## config.mk

```make
export PLATFORM = sky130hd
export DESIGN_NAME = trig_resolver
export DESIGN_NICKNAME = d
export VERILOG_FILES = /design/src/rtl/trig_pkg.sv /design/src/rtl/trig_cfg_store.sv /design/src/rtl/trig_pair_resolve.sv /design/src/rtl/trig_defer.sv /design/src/rtl/trig_resolver.sv
export SDC_FILE = /design/constraint.sdc
export NUM_CORES = 1
export LEC_CHECK = 0
export ABC_CLOCK_PERIOD_IN_PS = 1500
export BUFFER_PORTS_ARGS = -buffer_cell sky130_fd_sc_hd__buf_4
export CORE_AREA = 2 2 309 311
export DETAILED_ROUTE_END_ITERATION = 6
export DIE_AREA = 0 0 311 313
export PLACE_DENSITY = 0.59
export SYNTH_ARGS = -nofsm -noshare
export SYNTH_HDL_FRONTEND = slang
export SYNTH_SLANG_ARGS = --single-unit
```

## constraint.sdc

```tcl
create_clock -name clk -period 1.5 [get_ports clk]
set_input_delay 0.3 -clock clk [delete_from_list [all_inputs] [get_ports clk]]
set_output_delay 0.3 -clock clk [all_outputs]
set_load 0.02 [all_outputs]
```

## src/rtl/trig_pkg.sv

```systemverilog
package trig_pkg;

    localparam int NUM_GRP   = 5;
    localparam int NUM_TRIG  = 2 * NUM_GRP;
    localparam int TIDX_W    = $clog2(NUM_TRIG);
    localparam int STORE_GRP = 1;

    // Per-trigger control fields; action sits at the least significant bit
    typedef struct packed {
        logic       en;
        logic [1:0] mtype;
        logic       sel;
        logic       timing;
        logic       action;
    } trig_ctl_t;

    localparam int CTL_W = $bits(trig_ctl_t);

    typedef struct packed {
        logic              ok;
        logic [TIDX_W-1:0] num;
    } slot_t;

    // Fetch-side index -> trigger number
    function automatic slot_t fetch_slot(input logic [1:0] idx);
        slot_t s;
        s.ok = 1'b1;
        case (idx)
            2'd0:    s.num = TIDX_W'(0);
            2'd1:    s.num = TIDX_W'(1);
            2'd2:    s.num = TIDX_W'(6);
            default: s.num = TIDX_W'(8);
        endcase
        return s;
    endfunction

    // Memory-side index -> trigger number; indices 6 and 7 select nothing
    function automatic slot_t mem_slot(input logic [2:0] idx);
        slot_t s;
        s.ok = 1'b1;
        case (idx)
            3'd0:    s.num = TIDX_W'(2);
            3'd1:    s.num = TIDX_W'(3);
            3'd2:    s.num = TIDX_W'(4);
            3'd3:    s.num = TIDX_W'(5);
            3'd4:    s.num = TIDX_W'(7);
            3'd5:    s.num = TIDX_W'(9);
            default: begin
                s.ok  = 1'b0;
                s.num = '0;
            end
        endcase
        return s;
    endfunction

endpackage

```

## src/rtl/trig_cfg_store.sv

```systemverilog
module trig_cfg_store
    import trig_pkg::*;
#(
    parameter int CMP_W = 64
) (
    input  logic                       clk,
    input  logic                       rst,
    input  logic                       we,
    input  logic                       mem_side,
    input  logic [2:0]                 idx,
    input  trig_ctl_t                  ctl_in,
    input  logic                       chain_in,
    input  logic [CMP_W-1:0]           cmp_in,
    output trig_ctl_t [NUM_TRIG-1:0]   ctl_o,
    output logic [NUM_TRIG*CMP_W-1:0]  cmp_o,
    output logic [NUM_GRP-1:0]         chain_o
);

    slot_t tgt;

    always_comb begin
        tgt = mem_side ? mem_slot(idx) : fetch_slot(idx[1:0]);
    end

    for (genvar t = 0; t < NUM_TRIG; t++) begin : g_trig
        logic wr_t;
        assign wr_t = we && tgt.ok && (tgt.num == TIDX_W'(t));

        always_ff @(posedge clk) begin
            if (rst) begin
                ctl_o[t]                 <= '0;
                cmp_o[t*CMP_W +: CMP_W]  <= '0;
            end else if (wr_t) begin
                ctl_o[t]                 <= ctl_in;
                cmp_o[t*CMP_W +: CMP_W]  <= cmp_in;
            end
        end
    end

    for (genvar g = 0; g < NUM_GRP; g++) begin : g_chain
        localparam bit MAY_CHAIN = (g != STORE_GRP);
        logic wr_lead;
        assign wr_lead = we && tgt.ok && (tgt.num == TIDX_W'(2 * g));

        always_ff @(posedge clk) begin
            if (rst) begin
                chain_o[g] <= 1'b0;
            end else if (wr_lead) begin
                chain_o[g] <= MAY_CHAIN ? chain_in : 1'b0;
            end
        end
    end

endmodule

```

## src/rtl/trig_pair_resolve.sv

```systemverilog
module trig_pair_resolve (
    input  logic [1:0] eff,
    input  logic [1:0] tim,
    input  logic       chain,
    output logic [1:0] fire
);

    logic both_ok;

    always_comb begin
        both_ok = eff[0] && eff[1] && (tim[0] == tim[1]);
        fire    = chain ? {2{both_ok}} : eff;
    end

endmodule

```

## src/rtl/trig_defer.sv

```systemverilog
module trig_defer (
    input  logic clk,
    input  logic rst,
    input  logic instr_valid,
    input  logic flush,
    input  logic now_any,
    input  logic next_any,
    output logic trap_now,
    output logic trap_next
);

    logic pend_q;
    logic live;

    always_comb begin
        live      = instr_valid && !flush;
        trap_now  = live && (now_any || pend_q);
        trap_next = live && next_any && !trap_now;
    end

    always_ff @(posedge clk) begin
        if (rst || flush) begin
            pend_q <= 1'b0;
        end else if (instr_valid) begin
            pend_q <= trap_next;
        end
    end

endmodule

```

## src/rtl/trig_resolver.sv

```systemverilog
module trig_resolver
    import trig_pkg::*;
#(
    parameter int CMP_W = 64,
    localparam int SLOT_W = CTL_W + CMP_W
) (
    input  logic                         clk,
    input  logic                         rst,
    input  logic                         cfg_we,
    input  logic                         cfg_mem_side,
    input  logic [2:0]                   cfg_idx,
    input  logic                         cfg_enable,
    input  logic [1:0]                   cfg_mtype,
    input  logic                         cfg_sel,
    input  logic                         cfg_timing,
    input  logic                         cfg_action,
    input  logic                         cfg_chain,
    input  logic [CMP_W-1:0]             cfg_cmp,
    input  logic                         instr_valid,
    input  logic                         flush,
    input  logic [NUM_TRIG-1:0]          hit,
    output logic                         trap_now,
    output logic                         trap_next,
    output logic [NUM_GRP-1:0]           grp_chain,
    output logic [NUM_TRIG*SLOT_W-1:0]   cfg_flat
);

    trig_ctl_t                 ctl_in;
    trig_ctl_t [NUM_TRIG-1:0]  ctl;
    logic [NUM_TRIG*CMP_W-1:0] cmp;
    logic [NUM_TRIG-1:0]       eff;
    logic [NUM_TRIG-1:0]       tim;
    logic [NUM_TRIG-1:0]       fire;
    logic                      now_any;
    logic                      next_any;

    always_comb begin
        ctl_in.en     = cfg_enable;
        ctl_in.mtype  = cfg_mtype;
        ctl_in.sel    = cfg_sel;
        ctl_in.timing = cfg_timing;
        ctl_in.action = cfg_action;
    end

    trig_cfg_store #(.CMP_W(CMP_W)) u_store (
        .clk      (clk),
        .rst      (rst),
        .we       (cfg_we),
        .mem_side (cfg_mem_side),
        .idx      (cfg_idx),
        .ctl_in   (ctl_in),
        .chain_in (cfg_chain),
        .cmp_in   (cfg_cmp),
        .ctl_o    (ctl),
        .cmp_o    (cmp),
        .chain_o  (grp_chain)
    );

    for (genvar t = 0; t < NUM_TRIG; t++) begin : g_slot
        assign eff[t] = ctl[t].en && hit[t];
        assign tim[t] = ctl[t].timing;
        assign cfg_flat[t*SLOT_W +: SLOT_W] = {ctl[t], cmp[t*CMP_W +: CMP_W]};
    end

    for (genvar g = 0; g < NUM_GRP; g++) begin : g_pair
        trig_pair_resolve u_pair (
            .eff   (eff[2*g +: 2]),
            .tim   (tim[2*g +: 2]),
            .chain (grp_chain[g]),
            .fire  (fire[2*g +: 2])
        );
    end

    always_comb begin
        now_any  = |(fire & ~tim);
        next_any = |(fire & tim);
    end

    trig_defer u_defer (
        .clk         (clk),
        .rst         (rst),
        .instr_valid (instr_valid),
        .flush       (flush),
        .now_any     (now_any),
        .next_any    (next_any),
        .trap_now    (trap_now),
        .trap_next   (trap_next)
    );

endmodule

```

# After elaboration in Yosys (flattened, before gate mapping)
# Index checks and enable logic that the tools add are counted.
totals:
  regBits: 705
  latch_bits: 0
  ram_bits: 0
  mem_bits_ro: 0
  input_bits: 90
  elab_cells: 139
  mem_count: 0
classes:
  add_sub_neg: 0
  mul: 0
  div_mod_pow: 0
  order_cmp: 0
  eq_ne: 20
  n_shift: 0
  mux: 8
  n_bitwise: 3
  reduce_logical: 43
ops:
  columns: ["cell", "n"]
  rows:
  - ["1-bit logical AND", 33]
  - ["4-bit case mux with 6 select lines", 1]
  - ["10-bit AND", 2]
  - ["10-bit OR reduction", 2]
  - ["4-bit by 3-bit == test with 1-bit output (second input constant)", 4]
  - ["4-bit case mux with 3 select lines", 1]
  - ["10-bit inverter", 1]
  - ["4-bit by 2-bit == test with 1-bit output (second input constant)", 2]
  - ["4-bit == test (second input constant)", 2]
  - ["2-bit 2-to-1 mux", 4]
  - ["3-bit by 2-bit == test with 1-bit output (second input constant)", 2]
  - ["3-bit == test (second input constant)", 2]
  - ["6-bit OR reduction", 1]
  - ["5-bit 2-to-1 mux", 1]
  - ["1-bit == test", 4]
  - ["4-bit by 1-bit == test with 1-bit output (second input constant)", 1]
  - ["4-bit zero test", 1]
  - ["3-bit by 1-bit == test with 1-bit output (second input constant)", 1]
  - ["3-bit zero test", 1]
  - ["2-bit by 1-bit == test with 1-bit output (second input constant)", 1]
  - ["2-bit == test (second input constant)", 1]
  - ["1-bit zero test", 2]
  - ["2-bit zero test", 1]
  - ["1-bit logical OR", 2]
  - ["1-bit 2-to-1 mux", 1]

# Logic depth before layout (Yosys ltp)
# Gate-level depths: netlist of run 1.
depth:
  ltp_word: 10
  ltp_mapped: 7
  mapped_depth_nobuf: 5

# By module
# A second synthesis of run 1 with hierarchy kept.
hier_totals:
  hier_cells: 2753
  hier_area_um2: 26842.0
by_module_without_submodules:
  columns: ["mod", "instances", "cells_each", "area_per_inst_um2", "seq_area_each_um2"]
  rows:
  - ["trig_cfg_store", 1, 2685, 26414.1, 14093.5]
  - ["trig_resolver", 1, 31, 188.9, 0.0]
  - ["trig_pair_resolve", 5, 6, 32.5, 0.0]
  - ["trig_defer", 1, 7, 76.3, 20.0]

# Worst setup path after synthesis of run 1
# No wires, ideal clock.
synth_path:
  kind: "register to output"
  startpoint: "register u_store.ctl_o[1] in the netlist's numbering"
  endpoint: "output trap_next"
  arrival_ns: 1.690
  required_time_ns: 1.200
  slack_ns: -0.490
  path_stages_with_launch: 6
  path_cell_list: "dfxtp_1 nand3b_1 a211oi_1 or4_1 nor2b_1 nor3b_2"
synth_between:
  elab_chain_len: 9
  word_cells_on_any_way: 13
synth_lines:
  columns: ["element", "line", "text"]
  rows:
  - ["from (decl)", "trig_cfg_store.sv:14", "output trig_ctl_t [NUM_TRIG-1:0] ctl_o,"]
  - ["from (signal, indexed assignment)", "trig_cfg_store.sv:34", "ctl_o[t] <= ctl_in;"]
  - ["1-bit == test", "trig_pair_resolve.sv:11", "both_ok = eff[0] && eff[1] && (tim[0] == tim[1]);"]
  - ["1-bit logical AND", "trig_pair_resolve.sv:11", null]
  - ["2-bit 2-to-1 mux", "trig_pair_resolve.sv:12", "fire = chain ? {2{both_ok}} : eff;"]
  - ["10-bit AND", "trig_resolver.sv:75", "now_any = |(fire & ~tim);"]
  - ["10-bit OR reduction", "trig_resolver.sv:75", null]
  - ["1-bit logical OR", "trig_defer.sv:17", "trap_now = live && (now_any || pend_q);"]
  - ["1-bit logical AND", "trig_defer.sv:17", null]
  - ["1-bit zero test", "trig_defer.sv:18", "trap_next = live && next_any && !trap_now;"]
  - ["1-bit logical AND (*)", "trig_defer.sv:18", null]
  - ["to (decl)", "trig_resolver.sv:23", "output logic trap_next,"]
# Every way passes the cells marked *; elsewhere a longest branch is shown, timed or not.

# Worst setup path in the final report of run 1
layout_path:
  startpoint: "register u_store.ctl_o[49] in the netlist's numbering"
  endpoint: "output trap_next"
# Same word-level chain as after synthesis.

==> results of run 1 <==
repair_timing:
item                       CTS  global route
setup endpoints to repair   61            47
gates cloned                 0             0
hold buffers                71             0
buffers inserted             2            14
pin swaps                    3             1
hold endpoints to repair   654             0
resized for setup          122            35
critical path, cell delays in order (launching register included):
cell,delay (ns)
dfxtp_4,0.34
nand3b_1,0.15
o22ai_1,0.09
or4_4,0.55
nor2b_4,0.15
nor3b_4,0.19
buf_6,0.14
metal layers:
layer	share of wire (%)	wire length [um]	global-route usage [%]
met1	40	44030	25.93
met2	48	52040	35.58
met3	8.0	8748	5.624
met4	3.7	4036	8.158
met5	0	0	0
final timing paths:
kind	startpoint	to	slack [ns]	depth (start not counted)
worst max-delay path	u_store.ctl_o[49]$_SDFFE_PP0P_	trap_next	-1.04	6
worst min-delay path	cfg_cmp[6]	u_store.cmp_o[518]$_SDFFE_PP0P_	0.06	3
worst max register to register	u_store.ctl_o[49]$_SDFFE_PP0P_	u_defer.pend_q$_SDFFE_PP0P_	-0.15	8
worst min register to register	u_store.cmp_o[113]$_SDFFE_PP0P_	u_store.cmp_o[113]$_SDFFE_PP0P_	0.45	2
flip-flops by register name, indices dropped and copies added, names as in the netlist:
register / count
u_defer.pend_q: 1
u_store.cmp_o: 640
u_store.chain_o: 4
u_store.ctl_o: 60
area by class of cell:
type	count	share of cell area [%]
Tap cell	1265	4.307
Sequential cell	705	38.65
Clock inverter	29	0.8104
Inverter	1	0.01021
Multi-Input combinational cell	2186	25.60
Clock buffer	114	6.176
Timing Repair Buffer	1033	24.44
cells in the final DEF (no fill, tap or decap), types with 20 or more instances in the layout:
master	count
dfxtp_2	56
clkbuf_16	80
dfxtp_1	644
buf_4	821
buf_6	81
a21oi_1	704
buf_12	59
nand2_1	1416
dlygate4sd3_1	71
clkbuf_1	20
logic make-up after synthesis:
family                   after synthesis  synth area share (%)
AND/OR/NAND/NOR                     1467                 22.81
AO/OA/AOI/OAI                        714                 14.57
flip-flops                           705                 57.20
buffers and inverters                306                 5.243
adder cells (fa/ha/maj)                4                0.1623
other                                  1               0.01520
through the flow:
step                hold slack [ns]  TNS (ns)
global placement             0.4410    -23.07
floorplan                    0.4360   -0.5022
CTS                        0.006704    -3.379
detailed placement           0.4462    -28.54
finish                      0.05895    -2.443
global route                0.02433    -3.614
where the power goes:
group / total [mW] / leakage, nW / internal, mW / switching (mW)
Clock: 19.3 / 1.25 / 11.3 / 8.03
Combinational: 3.28 / 7.46 / 1.18 / 2.10
Sequential: 19.2 / 5.73 / 19.0 / 0.168
==> flow_metrics.tcl, run 1 <==
set metrics [dict create \
    critPathLaunchType "register" \
    via_per_inst 4.656 \
    fin_worst_skew_ns 0.01345 \
    rsz0062_at_grt "true" \
    dieArea_mm2 0.09734 \
    drive_gt1_share_pct 28.88 \
    gp_congestion 0.8469 \
    synth_most_common_cell "nand2_1" \
    die_h_um 313 \
    diodes 0 \
    placed_cell_area_mm2 0.03301 \
    num_vias 24830 \
    hold_class "in -> reg" \
    place_hpwl_um 75100 \
    cts_sinks 705 \
    insertion_delay_ns 0.63 \
    crit_path_max_fanout 2 \
    finalHoldViolCount 0 \
    htreeDepth 3 \
    layout_min_cycle_time_ns 2.540 \
    cts_tree "done" \
    syn_inst 3197 \
    port_buffers 795 \
    worstPathArrival_ns 2.24 \
    synth_seq_cells 705 \
    clkTransAtPathRegs_ns 0.06 \
    synthTopCellsByCount "nand2_1, dfxtp_1, a21oi_1" \
    max_cap_violations 0 \
    p_per_area_mw_per_mm2 1136 \
    seq_area_mm2 0.01420 \
    yosys_warnings 0 \
    finalCritPeriodShare_pct 169.3 \
    p_leak_nw 14.44 \
    multi_input_area_mm2 0.009409 \
    ys.flop_type "dfxtp_1" \
    synth_cell_types 32 \
    ant_nets 0 \
    clk_path_buf_depth 3 \
    cts_root_buffer "clkbuf_16" \
    grt_pass1_vias 23050 \
    critPathCaptureType "output pin" \
    syn_nets 3287 \
    drtPass1Iterations 6 \
    avgSynthCellArea_um2 7.719 \
    route.detailed.wl_per_inst_um 20.41 \
    drtIter0Drc 2103 \
    power_mw 41.76 \
    place_ws_ns -0.6166 \
    antenna_found_initial 0 \
    die_x_um 311 \
    outcome "finished with violations" \
    synth_top_cell_area_share_pct 57.20 \
    cp.required_ns 1.20 \
    setup_ws_ns -1.040 \
    cts-buffers-inserted 78 \
    core_area_mm2 0.09416 \
    setup_violations 10 \
    wirelength_um 108800 \
    synth_top_area_cell "dfxtp_1" \
    ys_seq_area_share_pct 57.20 \
    synth_edf_count 0 \
    grt_usage_pct 21.20 \
    max_freq_mhz 393.7 \
    layout.nets 4095 \
    nFillCells 9641 \
    drc_errors 0 \
    slew_viol_final 0 \
    netlist_top_cells_area "dfxtp_1, nand2_1, a21oi_1" \
    top_level_ports 797 \
    synthArstFlopShare_pct 0 \
    grt_start_max_net_pins 78 \
    synth_area_mm2 0.02468 \
    grt-ovfl-total 0 \
    num_rows 113 \
    dp.cells 5112 \
    start_util_pct 26.21 \
    violations "setup timing" \
    setup.worst_path.class "reg -> out" \
    fin_area_mm2 0.03675 \
    peakVddDrop_mv 0.8277 \
    fin_cells 5333 \
    grt_pass1_wl_um 155800 \
    syn_to_final_growth_pct 48.92 \
    utilization_pct 39.03 \
]
Note: power is estimated with default switching activity, not from simulation.
==> run 2: changes to the inputs <==
MAX_ROUTING_LAYER = met4   (was unset)
REMOVE_ABC_BUFFERS = 1   (was unset)
==> flow_metrics.tcl, run 2 (same netlist as run 1, synthesis figures left out) <==
set metrics [dict create \
    top_level_ports 797 \
    die_x_um 311 \
    wirelength_um 104600 \
    via_per_inst 4.636 \
    setup.worst_path.class "reg -> out" \
    r2r.worst_path.cells 5 \
    die_h_um 313 \
    hp-start "rst" \
    syn_to_final_growth_pct 48.36 \
    max_freq_mhz 395.9 \
    grt_start_max_net_pins 65 \
    violations "setup timing" \
    tns_ns -2.212 \
    start_util_pct 26.21 \
    max_cap_violations 0 \
    outcome "finished with violations" \
    p_per_area_mw_per_mm2 1150 \
    grt_usage_pct 21.01 \
    insertion_delay_ns 0.64 \
    critPathCaptureType "output pin" \
    layout.nets 4073 \
    worstReg2RegStart "u_store.ctl_o[1]$_SDFFE_PP0P_" \
    crit_chain "nand3b_1 > a211oi_1 > or4_4 > nor2b_4 > nor3b_2 > buf_4" \
    fin_worst_skew_ns 0.01798 \
    fin_area_mm2 0.03661 \
    grt_pass1_vias 23040 \
    critPathLaunchType "register" \
    route.detailed.wl_per_inst_um 19.71 \
    cts_tree "done" \
    final_common_cell "nand2_1" \
    ant_nets 0 \
    setup_ws_ns -1.026 \
    place_ws_ns -0.4407 \
    grt-ovfl-total 0 \
    clk_path_buf_depth 3 \
    dieArea_mm2 0.09734 \
    slew_viol_final 0 \
    utilization_pct 38.88 \
    core_area_mm2 0.09416 \
    drive_gt1_share_pct 28.46 \
    antenna_found_initial 1 \
    top_regs "u_store.cmp_o (640), u_store.ctl_o (60), u_store.chain_o (4)" \
    finalCritPeriodShare_pct 168.4 \
    peakVddDrop_mv 0.8634 \
    diodes 0 \
    htreeDepth 3 \
    max_stage_delay_ns 0.56 \
    p_leak_nw 14.38 \
    regMostFlops "u_store.cmp_o" \
    drc_errors 0 \
    cts_root_buffer "clkbuf_16" \
    num_vias 24600 \
    gp_congestion 0.8616 \
    drtPass1Iterations 6 \
    power_mw 42.11 \
    grt_pass1_wl_um 150900 \
    finalHoldViolCount 0 \
    layout_min_cycle_time_ns 2.526 \
    cts_sinks 705 \
    place_hpwl_um 69800 \
    worst_r2r_endpoint "u_defer.pend_q$_SDFFE_PP0P_" \
    setup_violations 7 \
    placed_cell_area_mm2 0.03288 \
    largest_register_ffs 640 \
    drtIter0Drc 1986 \
    crit_path_top_delay_cell "or4_4" \
    rsz0062_at_grt "true" \
    mostFrequentLayoutCells "nand2_1, buf_4, a21oi_1, dfxtp_1, clkbuf_16" \
    cts-buffers-inserted 79 \
    cp.required_ns 1.20 \
    port_buffers 795 \
    reg2reg_slack_ns -0.09 \
    crit_path_max_fanout 2 \
    clkTransAtPathRegs_ns 0.06 \
    hold_class "in -> reg" \
    worstPathArrival_ns 2.23 \
    num_rows 113 \
    worst_hold_path.num_cells 2 \
    holdPathEnd "u_store.cmp_o[265]$_SDFFE_PP0P_" \
]
run 2: cell count changes in the layout (fill, tap and decap cells not counted), moves of 4 or more:
cell,delta
clkbuf_1,-8
buf_4,-9
buf_6,-21
clkbuf_8,+7
clkinvlp_4,-4
buf_12,+5
run 2: per-stage QoR:
step	hold WS, ns	cells
floorplan	0.3691	2892
global placement	0.4412	5089
detailed placement	0.4432	5089
CTS	0.01537	5302
global route	0.05919	5306
finish	0.08562	5306
run 2: critical path: cells and delay by family (launching register included):
family | cells | cell delay [ns]
DFF | 1 | 0.32
buffers and inverters | 1 | 0.16
AOI/OAI and AO/OA | 1 | 0.10
and+or+nand+nor | 4 | 1.02
run 2: how the worst max path moves through the flow:
stage                                   from                               to  slack [ns]
2_1_floorplan                         cfg_we  u_store.cmp_o[576]$_SDFFE_PP0P_       -1.46
3_3_place_gp                          hit[8]                        trap_next       -0.48
3_5_place_dp                          hit[0]                        trap_next       -0.44
4_1_cts        u_store.ctl_o[1]$_SDFFE_PP0P_                        trap_next       -1.05
5_1_grt        u_store.ctl_o[1]$_SDFFE_PP0P_                        trap_next       -1.16
6_report       u_store.ctl_o[1]$_SDFFE_PP0P_                        trap_next       -1.03
run 2: layout make-up:
class,count,area (um^2)
Clock inverter,27,325.3
Clock buffer,112,2311
Timing Repair Buffer,1010,8798
Sequential cell,705,14200
Inverter,1,3.754
Multi-Input combinational cell,2186,9392
Tap cell,1265,1583
Fill cell,9579,57550
run 2: layer usage:
layer  GRT usage, %  up-vias  wire, um
li1               -    11750         -
met2          32.42     1057     48370
met4          8.970        0      4341
met1          26.29    11570     43160
met5              -        -         0
met3          4.929      229      8711
run 2: power by group:
part / total (mW) / switching [mW] / internal [mW]
clock: 19.8 / 8.04 / 11.8
combinational: 3.11 / 1.97 / 1.14
sequential: 19.2 / 0.167 / 19.0
total: 42.1 / 10.2 / 31.9
run 2: repair_timing:
item | 4_1_cts | 5_1_grt
gates resized for setup | 95 | 38
hold buffers | 73 | 0
cloned | 0 | 0
setup buffers | 1 | 9
endpoints found under the hold margin | 698 | 0
setup endpoints to repair | 50 | 47
